==> config.mk <==
export PLATFORM = sky130hd
export DESIGN_NAME = udma_wr_rx
export DESIGN_NICKNAME = d
export VERILOG_FILES = /design/src/rtl/udma_rx_pkg.sv /design/src/rtl/udma_rx_strobe_sync.sv /design/src/rtl/udma_rx_fifo.sv /design/src/rtl/udma_rx_ctrl.sv /design/src/rtl/udma_wr_rx.sv
export SDC_FILE = /design/constraint.sdc
export NUM_CORES = 1
export LEC_CHECK = 0
export BUFFER_PORTS_ARGS = -buffer_cell sky130_fd_sc_hd__clkbuf_2
export CAP_MARGIN = 20
export CORE_AREA = 2 2 118 120
export DETAILED_ROUTE_END_ITERATION = 8
export DIE_AREA = 0 0 120 122
export GPL_ROUTABILITY_DRIVEN = 0
export GPL_TIMING_DRIVEN = 0
export PLACE_DENSITY = 0.74
export SYNTH_ARGS = -nofsm -noshare
export SYNTH_HDL_FRONTEND = slang
export SYNTH_SLANG_ARGS = --single-unit
==> constraint.sdc <==
create_clock -name clk -period 4.7 [get_ports clk]
set_clock_uncertainty 0.15 [all_clocks]
set_input_delay 0.705 -clock clk [delete_from_list [all_inputs] [get_ports clk]]
set_output_delay 0.705 -clock clk [all_outputs]
set_load 0.02 [all_outputs]
==> src/rtl/udma_rx_pkg.sv <==
package udma_rx_pkg;
  typedef enum logic [1:0] {
    ST_RUN       = 2'd0,
    ST_PAUSED    = 2'd1,
    ST_TERM_WAIT = 2'd2,
    ST_DONE      = 2'd3
  } rx_state_e;
endpackage

==> src/rtl/udma_rx_strobe_sync.sv <==
module udma_rx_strobe_sync #(
  parameter int DW     = 16,
  parameter int STAGES = 2
) (
  input  logic          clk,
  input  logic          rst_n,
  input  logic          strobe_i,
  input  logic [DW-1:0] data_i,
  output logic          edge_o,
  output logic [DW-1:0] data_o
);
  logic [STAGES-1:0] strb_q;
  logic [DW-1:0]     data_q [STAGES];
  logic              prev_q;

  genvar g;
  generate
    for (g = 0; g < STAGES; g++) begin : g_stage
      always_ff @(posedge clk or negedge rst_n) begin
        if (!rst_n) begin
          strb_q[g] <= 1'b0;
          data_q[g] <= '0;
        end else if (g == 0) begin
          strb_q[g] <= strobe_i;
          data_q[g] <= data_i;
        end else begin
          strb_q[g] <= strb_q[(g > 0) ? g-1 : 0];
          data_q[g] <= data_q[(g > 0) ? g-1 : 0];
        end
      end
    end
  endgenerate

  always_ff @(posedge clk or negedge rst_n) begin
    if (!rst_n) prev_q <= 1'b0;
    else        prev_q <= strb_q[STAGES-1];
  end

  assign edge_o = strb_q[STAGES-1] ^ prev_q;
  assign data_o = data_q[STAGES-1];
endmodule

==> src/rtl/udma_rx_fifo.sv <==
module udma_rx_fifo #(
  parameter int DW    = 16,
  parameter int DEPTH = 8
) (
  input  logic                       clk,
  input  logic                       rst_n,
  input  logic                       push_i,
  input  logic [DW-1:0]              push_data_i,
  output logic                       valid_o,
  output logic [DW-1:0]              data_o,
  input  logic                       ready_i,
  output logic [$clog2(DEPTH+1)-1:0] count_o,
  output logic                       full_o,
  output logic                       pop_o
);
  localparam int AW = (DEPTH > 1) ? $clog2(DEPTH) : 1;
  localparam int CW = $clog2(DEPTH+1);

  logic [DW-1:0] mem [DEPTH];
  logic [AW-1:0] wr_ptr, rd_ptr;
  logic [CW-1:0] count_q;

  function automatic logic [AW-1:0] ptr_inc(input logic [AW-1:0] p);
    return (p == AW'(DEPTH-1)) ? '0 : p + AW'(1);
  endfunction

  assign valid_o = (count_q != '0);
  assign full_o  = (count_q == CW'(DEPTH));
  assign pop_o   = valid_o && ready_i;
  assign data_o  = mem[rd_ptr];
  assign count_o = count_q;

  always_ff @(posedge clk) begin
    if (push_i) mem[wr_ptr] <= push_data_i;
  end

  always_ff @(posedge clk or negedge rst_n) begin
    if (!rst_n) begin
      wr_ptr  <= '0;
      rd_ptr  <= '0;
      count_q <= '0;
    end else begin
      if (push_i) wr_ptr <= ptr_inc(wr_ptr);
      if (pop_o)  rd_ptr <= ptr_inc(rd_ptr);
      case ({push_i, pop_o})
        2'b10:   count_q <= count_q + CW'(1);
        2'b01:   count_q <= count_q - CW'(1);
        default: count_q <= count_q;
      endcase
    end
  end
endmodule

==> src/rtl/udma_rx_ctrl.sv <==
module udma_rx_ctrl
  import udma_rx_pkg::*;
#(
  parameter int DEPTH     = 8,
  parameter int TSR_CYC   = 4,
  parameter int TIDLE_CYC = 40,
  parameter int TRP_CYC   = 6
) (
  input  logic                       clk,
  input  logic                       rst_n,
  input  logic                       start_i,
  input  logic                       stop_i,
  input  logic                       edge_i,
  input  logic [$clog2(DEPTH+1)-1:0] fifo_count_i,
  input  logic                       fifo_full_i,
  input  logic                       pop_i,
  output logic                       push_o,
  output logic                       overflow_o,
  output logic                       rdy_n_o,
  output logic                       dmarq_o,
  output rx_state_e                  state_o,
  output logic                       got_word_o
);
  localparam int CW        = $clog2(DEPTH+1);
  localparam int SINCE_MAX = TSR_CYC + 1;
  localparam int SW        = $clog2(SINCE_MAX+1);
  localparam int IW        = $clog2(TIDLE_CYC+1);
  localparam int TW        = $clog2(TRP_CYC+1);

  rx_state_e     state_q, state_d;
  logic [SW-1:0] since_q;
  logic [IW-1:0] idle_q;
  logic [TW-1:0] trp_q;
  logic          got_word_q, ovf_q, rdy_n_q, dmarq_q;

  logic [CW-1:0] free_ent, reserve;
  logic          need_pause, accept, drop, timeout, open_burst;

  always_comb begin
    free_ent   = CW'(DEPTH) - fifo_count_i;
    reserve    = (since_q <= SW'(TSR_CYC)) ? CW'(1) : CW'(2);
    need_pause = got_word_q && (free_ent <= reserve);
    accept     = edge_i && (state_q != ST_DONE);
    push_o     = accept && (!fifo_full_i || pop_i);
    drop       = accept && fifo_full_i && !pop_i;
    timeout    = (state_q == ST_RUN) && !edge_i && (idle_q == IW'(TIDLE_CYC-1));
    open_burst = (state_q == ST_DONE) && start_i;
  end

  always_comb begin
    state_d = state_q;
    unique case (state_q)
      ST_DONE: if (start_i) state_d = ST_RUN;
      ST_RUN: begin
        if (stop_i)          state_d = ST_DONE;
        else if (timeout)    state_d = ST_TERM_WAIT;
        else if (need_pause) state_d = ST_PAUSED;
      end
      ST_PAUSED: begin
        if (stop_i)           state_d = ST_DONE;
        else if (!need_pause) state_d = ST_RUN;
      end
      ST_TERM_WAIT: begin
        if (stop_i || (trp_q == TW'(TRP_CYC-1))) state_d = ST_DONE;
      end
      default: state_d = ST_DONE;
    endcase
  end

  always_ff @(posedge clk or negedge rst_n) begin
    if (!rst_n) begin
      state_q    <= ST_DONE;
      rdy_n_q    <= 1'b1;
      dmarq_q    <= 1'b0;
      since_q    <= '0;
      idle_q     <= '0;
      trp_q      <= '0;
      got_word_q <= 1'b0;
      ovf_q      <= 1'b0;
    end else begin
      state_q <= state_d;
      rdy_n_q <= (state_d != ST_RUN);
      dmarq_q <= (state_d != ST_DONE);

      if (accept || open_burst)              since_q <= '0;
      else if (since_q != SW'(SINCE_MAX))    since_q <= since_q + SW'(1);

      if ((state_q != ST_RUN) || edge_i)         idle_q <= '0;
      else if (idle_q != IW'(TIDLE_CYC-1))       idle_q <= idle_q + IW'(1);

      if (state_q != ST_TERM_WAIT) trp_q <= '0;
      else                         trp_q <= trp_q + TW'(1);

      if (open_burst)  got_word_q <= 1'b0;
      else if (accept) got_word_q <= 1'b1;

      if (open_burst) ovf_q <= 1'b0;
      else if (drop)  ovf_q <= 1'b1;
    end
  end

  assign overflow_o = ovf_q;
  assign rdy_n_o    = rdy_n_q;
  assign dmarq_o    = dmarq_q;
  assign state_o    = state_q;
  assign got_word_o = got_word_q;
endmodule

==> src/rtl/udma_wr_rx.sv <==
module udma_wr_rx
  import udma_rx_pkg::*;
#(
  parameter int DW          = 16,
  parameter int DEPTH       = 8,
  parameter int SYNC_STAGES = 2,
  parameter int TSR_CYC     = 4,
  parameter int TIDLE_CYC   = 40,
  parameter int TRP_CYC     = 6
) (
  input  logic          clk,
  input  logic          rst_n,
  input  logic          burst_start_i,
  input  logic          host_stop_i,
  input  logic          wr_strobe_i,
  input  logic [DW-1:0] wr_data_i,
  output logic          xfer_req_o,
  output logic          dev_ready_n_o,
  output logic          word_valid_o,
  output logic [DW-1:0] word_data_o,
  input  logic          word_ready_i,
  output logic          overflow_o
);
  localparam int CW = $clog2(DEPTH+1);

  logic          strb_edge;
  logic [DW-1:0] cap_data;
  logic          push, pop, fifo_full;
  logic [CW-1:0] fifo_count;
  rx_state_e     state;
  logic          got_word;

  udma_rx_strobe_sync #(.DW(DW), .STAGES(SYNC_STAGES)) i_sync (
    .clk(clk), .rst_n(rst_n),
    .strobe_i(wr_strobe_i), .data_i(wr_data_i),
    .edge_o(strb_edge), .data_o(cap_data)
  );

  udma_rx_fifo #(.DW(DW), .DEPTH(DEPTH)) i_fifo (
    .clk(clk), .rst_n(rst_n),
    .push_i(push), .push_data_i(cap_data),
    .valid_o(word_valid_o), .data_o(word_data_o), .ready_i(word_ready_i),
    .count_o(fifo_count), .full_o(fifo_full), .pop_o(pop)
  );

  udma_rx_ctrl #(.DEPTH(DEPTH), .TSR_CYC(TSR_CYC), .TIDLE_CYC(TIDLE_CYC),
                 .TRP_CYC(TRP_CYC)) i_ctrl (
    .clk(clk), .rst_n(rst_n),
    .start_i(burst_start_i), .stop_i(host_stop_i),
    .edge_i(strb_edge), .fifo_count_i(fifo_count),
    .fifo_full_i(fifo_full), .pop_i(pop),
    .push_o(push), .overflow_o(overflow_o),
    .rdy_n_o(dev_ready_n_o), .dmarq_o(xfer_req_o),
    .state_o(state), .got_word_o(got_word)
  );
endmodule

======== Word-level counts from Yosys, hierarchy flattened ========
Memory sizes are Yosys's and may differ from the RTL's.
Index checks and enable logic that the tools add are counted.
operators by class
  order comparisons ....................... 2
  reduce and logical (&&, ||, !) cells .... 25
  eq/ne operators ......................... 15
  bitwise operators ....................... 1
  mux-type cells .......................... 23
  $add $sub $neg .......................... 8
operator list
  operator             number
  $mux 2               8
  $mux 3               5
  $reduce_bool 2->1    7
  $add 3x1->3 const B  4
  $mux 6               2
  $eq 3x3->1 const B   3
  $logic_and 1x1->1    9
  $pmux 2 s4           1
  $pmux 4 s2           1
  $add 6x1->6 const B  1
  $eq 2x2->1 const B   3
  $eq 6x6->1 const B   1
  $mux 1               6
  $ne 2x2->1 const B   3
  $ne 6x6->1 const B   1
  $add 4x1->4 const B  1
  $eq 2x1->1 const B   2
  $eq 4x4->1 const B   1
  $le 4x4->1           1
  $logic_or 1x1->1     4
  $reduce_bool 4->1    1
  $sub 4x1->4 const B  1
  $sub 4x4->4 const A  1
  $le 3x3->1 const B   1
  4 further kinds      6
storage, ports and cells
  logic and storage cells ................. 91
  register bits after elaboration ......... 63
  memory bits (writable) .................. 128
  output and inout port bits .............. 20
  memories ................................ 1
memories
  name        depth  width  read ports  clocked after memory_dff  write ports  line                text
  i_fifo.mem  8      16     1           0                         1            udma_rx_fifo.sv:19  logic [DW-1:0] mem [DEPTH];

======== Depth between registers and ports, before layout ========
  depth in word-level cells ............... 9
  gate-level depth with buffers ........... 11

======== Cells and area by module ========
From an unflattened synthesis, not the netlist that was laid out.
unflattened totals
  cell total of the unflattened synthesis .. 393
  area, all modules ....................... 7492.2 sq um
by module, submodules not included
  module               times used  area an instance (sq um)  seq. area each (sq um)  cells an instance
  udma_rx_fifo         1           5504.0                    4093.9                  244
  udma_rx_strobe_sync  1           1004.7                    875.8                   52
  udma_rx_ctrl         1           983.4                     454.2                   97

======== Worst setup path after synthesis ========
Ideal clock, no wire load.
  kind .................................... in2reg
  start ................................... input word_ready_i
  end ..................................... memory i_fifo.mem[0][0] (enable)
  required time ........................... 4.120 ns
  setup time .............................. 0.430 ns
  stages .................................. 4
  slack ................................... 1.251 ns
  arrival ................................. 2.869 ns
  cells stage by stage .................... and4bb_1 -> a211o_1 -> buf_2 -> nor4_1
on the way
  longest elaborated chain between the ends .. 5
RTL lines
  item                          line                text
  from (decl)                   udma_wr_rx.sv:21    input logic word_ready_i,
  $logic_and 1x1->1             udma_rx_fifo.sv:29  assign pop_o = valid_o && ready_i;
  $logic_or 1x1->1              udma_rx_ctrl.sv:44  push_o = accept && (!fifo_full_i || pop_i);
  $logic_and 1x1->1             udma_rx_ctrl.sv:44
  $mux 1                        udma_rx_fifo.sv:34  if (push_i) mem[wr_ptr] <= push_data_i;
  $mux 1 (implied by the code)  udma_rx_fifo.sv:34
  to (decl)                     udma_rx_fifo.sv:19
Every way passes these cells.

======== Worst setup path after layout ========
  start ................................... register i_fifo.rd_ptr[2]
  end ..................................... output word_data_o[8]
on the way
  longest elaborated chain between the ends .. 1
RTL lines
  item                    line                text
  from (decl)             udma_rx_fifo.sv:20  logic [AW-1:0] wr_ptr, rd_ptr;
  from (signal assigned)  udma_rx_fifo.sv:44  if (pop_o) rd_ptr <= ptr_inc(rd_ptr);
  $mem_v2 8x16            -
  to (decl)               udma_wr_rx.sv:20    output logic [DW-1:0] word_data_o,
Every way passes these cells.

==> out/metrics.cfg <==
[synth]
netlist_instances = 388
synth_top_area_share_pct = 51.9
netlist_top_cells_area = edfxtp_1, dfrtp_1, mux4_1
yosys.area.top_type = edfxtp_1
ys_seq_elements = 191
synth_area_mm2 = 0.00741
synth_edf_count = 128
syn_nets = 427
postSynthAreaPerCell_um2 = 19.1
yosysWarnings = 0
synth_top_flop_cell = edfxtp_1
async_flop_share_pct = 33.0
yosys.cell_types.count = 42
ys_seq_area_share_pct = 73.2

[cts]
post_cts_buffers = 0
clk_latency_ns = 0.43
cts_resized = 0
cts.htree.levels = 4
clk_pin_slew_ns = 0.07
cts_tree = built
clock_sinks = 191
cts_hold_buf = 0
clk_path_buf_depth = 2
cts.root.buffer_cell = clkbuf_16
cts_made_buffers = 17

[power_and_ir_drop]
power_switching_mw = 1.53
vdd_drop_max_mv = 0.348
swShare_pct = 29.6
leakage_nw = 3.25
pwr_density_cell_mw_per_mm2 = 603
clkPwrFrac_pct = 28.6
power_frac_comb_pct = 29.7
p_seq_share_pct = 41.7
total_power_mw = 5.19
cellInternalPower_mw = 3.66

[final_layout]
num-fill-cells = 917
diodes = 0
utilization_pct = 63.8
area_growth_pct = 16.2
drive_gt1_share_pct = 26.2
final_nets = 496
regArea_mm2 = 0.00542
multi_input_area_mm2 = 0.00189

[sta]
whs_ns = 0.190
finalCritPeriodShare_pct = 69.6
hold_viol = 0
fmax_mhz = 305
rsz0062_at_grt = false
final-max-slew-violation-count = 0
setup_viol = 0
slew_headroom_pct = 37.0
worst_slew_pin_slew_ns = 0.937
min_period_ns = 3.27

[global_route]
antenna_found_initial = 0
grt_max_degree = 64
grt_first_pass_wirelength_um = 20000
gr-total-overflow = 0
use_met1_pct = 26.0
grt_pass1_vias = 3672
met2_usage_pct = 30.2
track_usage_pct = 19.2
met3_usage_pct = 5.76
busiest_layer = met2

[setup_path]
cp.required_ns = 3.85
start_kind = flop
crit_type = reg2out
cp_data_arrival_time_ns = 2.42
worstSetupEndpointType = output port
timing.rr.start = i_fifo.count_o[0]
cp_max_fo = 10
crit_path_start = i_fifo.rd_ptr[2]

[floorplanning]
core_region_area_mm2 = 0.0135
rows = 43
fp.dieH_um = 122
dieArea_mm2 = 0.0146
io_pins = 42
initial_utilization_pct = 54.9
die_w_um = 120

[drt]
vias = 3584
dr.pass1.iters = 4
drt-vias-per-instance = 5.51
drc = 0
totalWireLength_um = 12500
ant_nets = 0
routedWlPerCell_um = 19.2
drtIter0Drc = 324

[hold_path]
hold_path_class = reg2reg
hold_start = i_sync.data_q[21]

[placed_design]
hpwl_um = 8020
io_buffers = 41

[status]
status = complete, no violations

[run]
max_cap_viol_count = 0

-- routing by layer --
metal	share of wire (%)	vias up
met2	51	87
met3	4.9	8
li1	-	1655
met5	0	-
met1	43	1834
met4	1.1	0
-- critical path, stage by stage (launching register included) --
cell	delay [ns]
dfrtp_1	0.36
clkbuf_1	0.44
buf_1	0.61
mux2_2	0.43
clkbuf_2	0.16
-- layout by cell type (no fill, tap or decap), types with 5 or more instances in the layout --
master,count
dfrtp_1,60
nor3_1,7
nor2_1,14
nand2_1,15
a21oi_1,6
clkbuf_2,40
clkbuf_1,8
mux4_1,26
clkbuf_16,17
mux2_2,17
nand2b_1,7
xor2_1,7
edfxtp_1,128
buf_6,7
ha_1,16
mux4_2,6
inv_1,10
o21ai_0,8
xnor2_1,5
-- worst paths after layout --
path | to | slack (ns) | cells after the start
setup / recovery | word_data_o[8] | 1.43 | 4
hold / removal | i_sync.data_o[5] | 0.19 | 0
setup reg to reg | i_fifo.count_o[3] | 1.57 | 10
hold reg to reg | i_sync.data_o[5] | 0.19 | 0
max in group asynchronous | i_sync.data_o[10] | 3.52 | 1
min in group asynchronous | i_sync.data_o[5] | 0.28 | 1
-- state kept, by name, summed over array words and instances (netlist names), 4 cells and up --
name / flops
i_ctrl.idle_q: 6
i_fifo.mem: 128
i_sync.data_q: 16
i_fifo.count_o: 4
i_sync.data_o: 16
-- stage by stage --
stage | instance area [µm²] | TNS (ns) | worst slack [ns] | instances
3_3_place_gp | 7840 | -4.97 | -0.311 | 609
4_1_cts | 8610 | 0 | 1.37 | 650
6_report | 8610 | 0 | 1.43 | 650
2_1_floorplan | 7410 | 0 | 1.25 | 388
5_1_grt | 8610 | 0 | 1.29 | 650
3_5_place_dp | 7990 | 0 | 1.59 | 618
-- synthesized netlist by cell type, types with 2 or more instances --
| master | number |
|---|---|
| ha_1 | 16 |
| a21o_1 | 2 |
| nor2_1 | 17 |
| mux4_1 | 26 |
| or3b_2 | 2 |
| nand3_1 | 3 |
| buf_6 | 4 |
| nand2b_1 | 7 |
| nor3_1 | 11 |
| dfrtp_1 | 60 |
| a21oi_1 | 6 |
| edfxtp_1 | 128 |
| nor2b_1 | 2 |
| dfstp_2 | 3 |
| or3_1 | 2 |
| nand2_1 | 15 |
| xnor2_1 | 5 |
| mux4_2 | 6 |
| o21ai_0 | 8 |
| nor4_1 | 3 |
| clkbuf_1 | 6 |
| mux2_2 | 17 |
| inv_1 | 10 |
| mux2i_1 | 2 |
| xor2_1 | 7 |
| buf_2 | 4 |
-- power groups by stage --
stage	combinational (mW)	clock, mW	sequential (mW)
floorplan	1.11	0	2.17
CTS	1.57	1.52	2.16
global route	1.68	1.59	2.19
detailed placement	1.55	0	2.20
finish	1.54	1.49	2.16
global placement	1.47	0	2.18
-- logic make-up after synthesis --
family | count (synthesis) | synth area share (%)
AOI/OAI and AO/OA | 23 | 1.93
DFF | 191 | 73.2
muxes | 52 | 14.0
and+or+nand+nor | 68 | 4.69
buffers and inverters | 25 | 1.74
xor gates and xnor gates | 12 | 1.42
adders and majority gates | 17 | 2.97
-- layout make-up --
| class | count | area share (%) |
|---|---|---|
| plain buffers | 15 | 1.06 |
| well taps | 180 | 2.62 |
| multi-input cells | 172 | 22.0 |
| inverters | 10 | 0.436 |
| flip-flops and latches | 191 | 63.0 |
| repair buffers | 50 | 3.68 |
| clock buffers | 21 | 5.35 |
| clock inverters | 11 | 1.90 |
(Power assumes the default switching activity.)
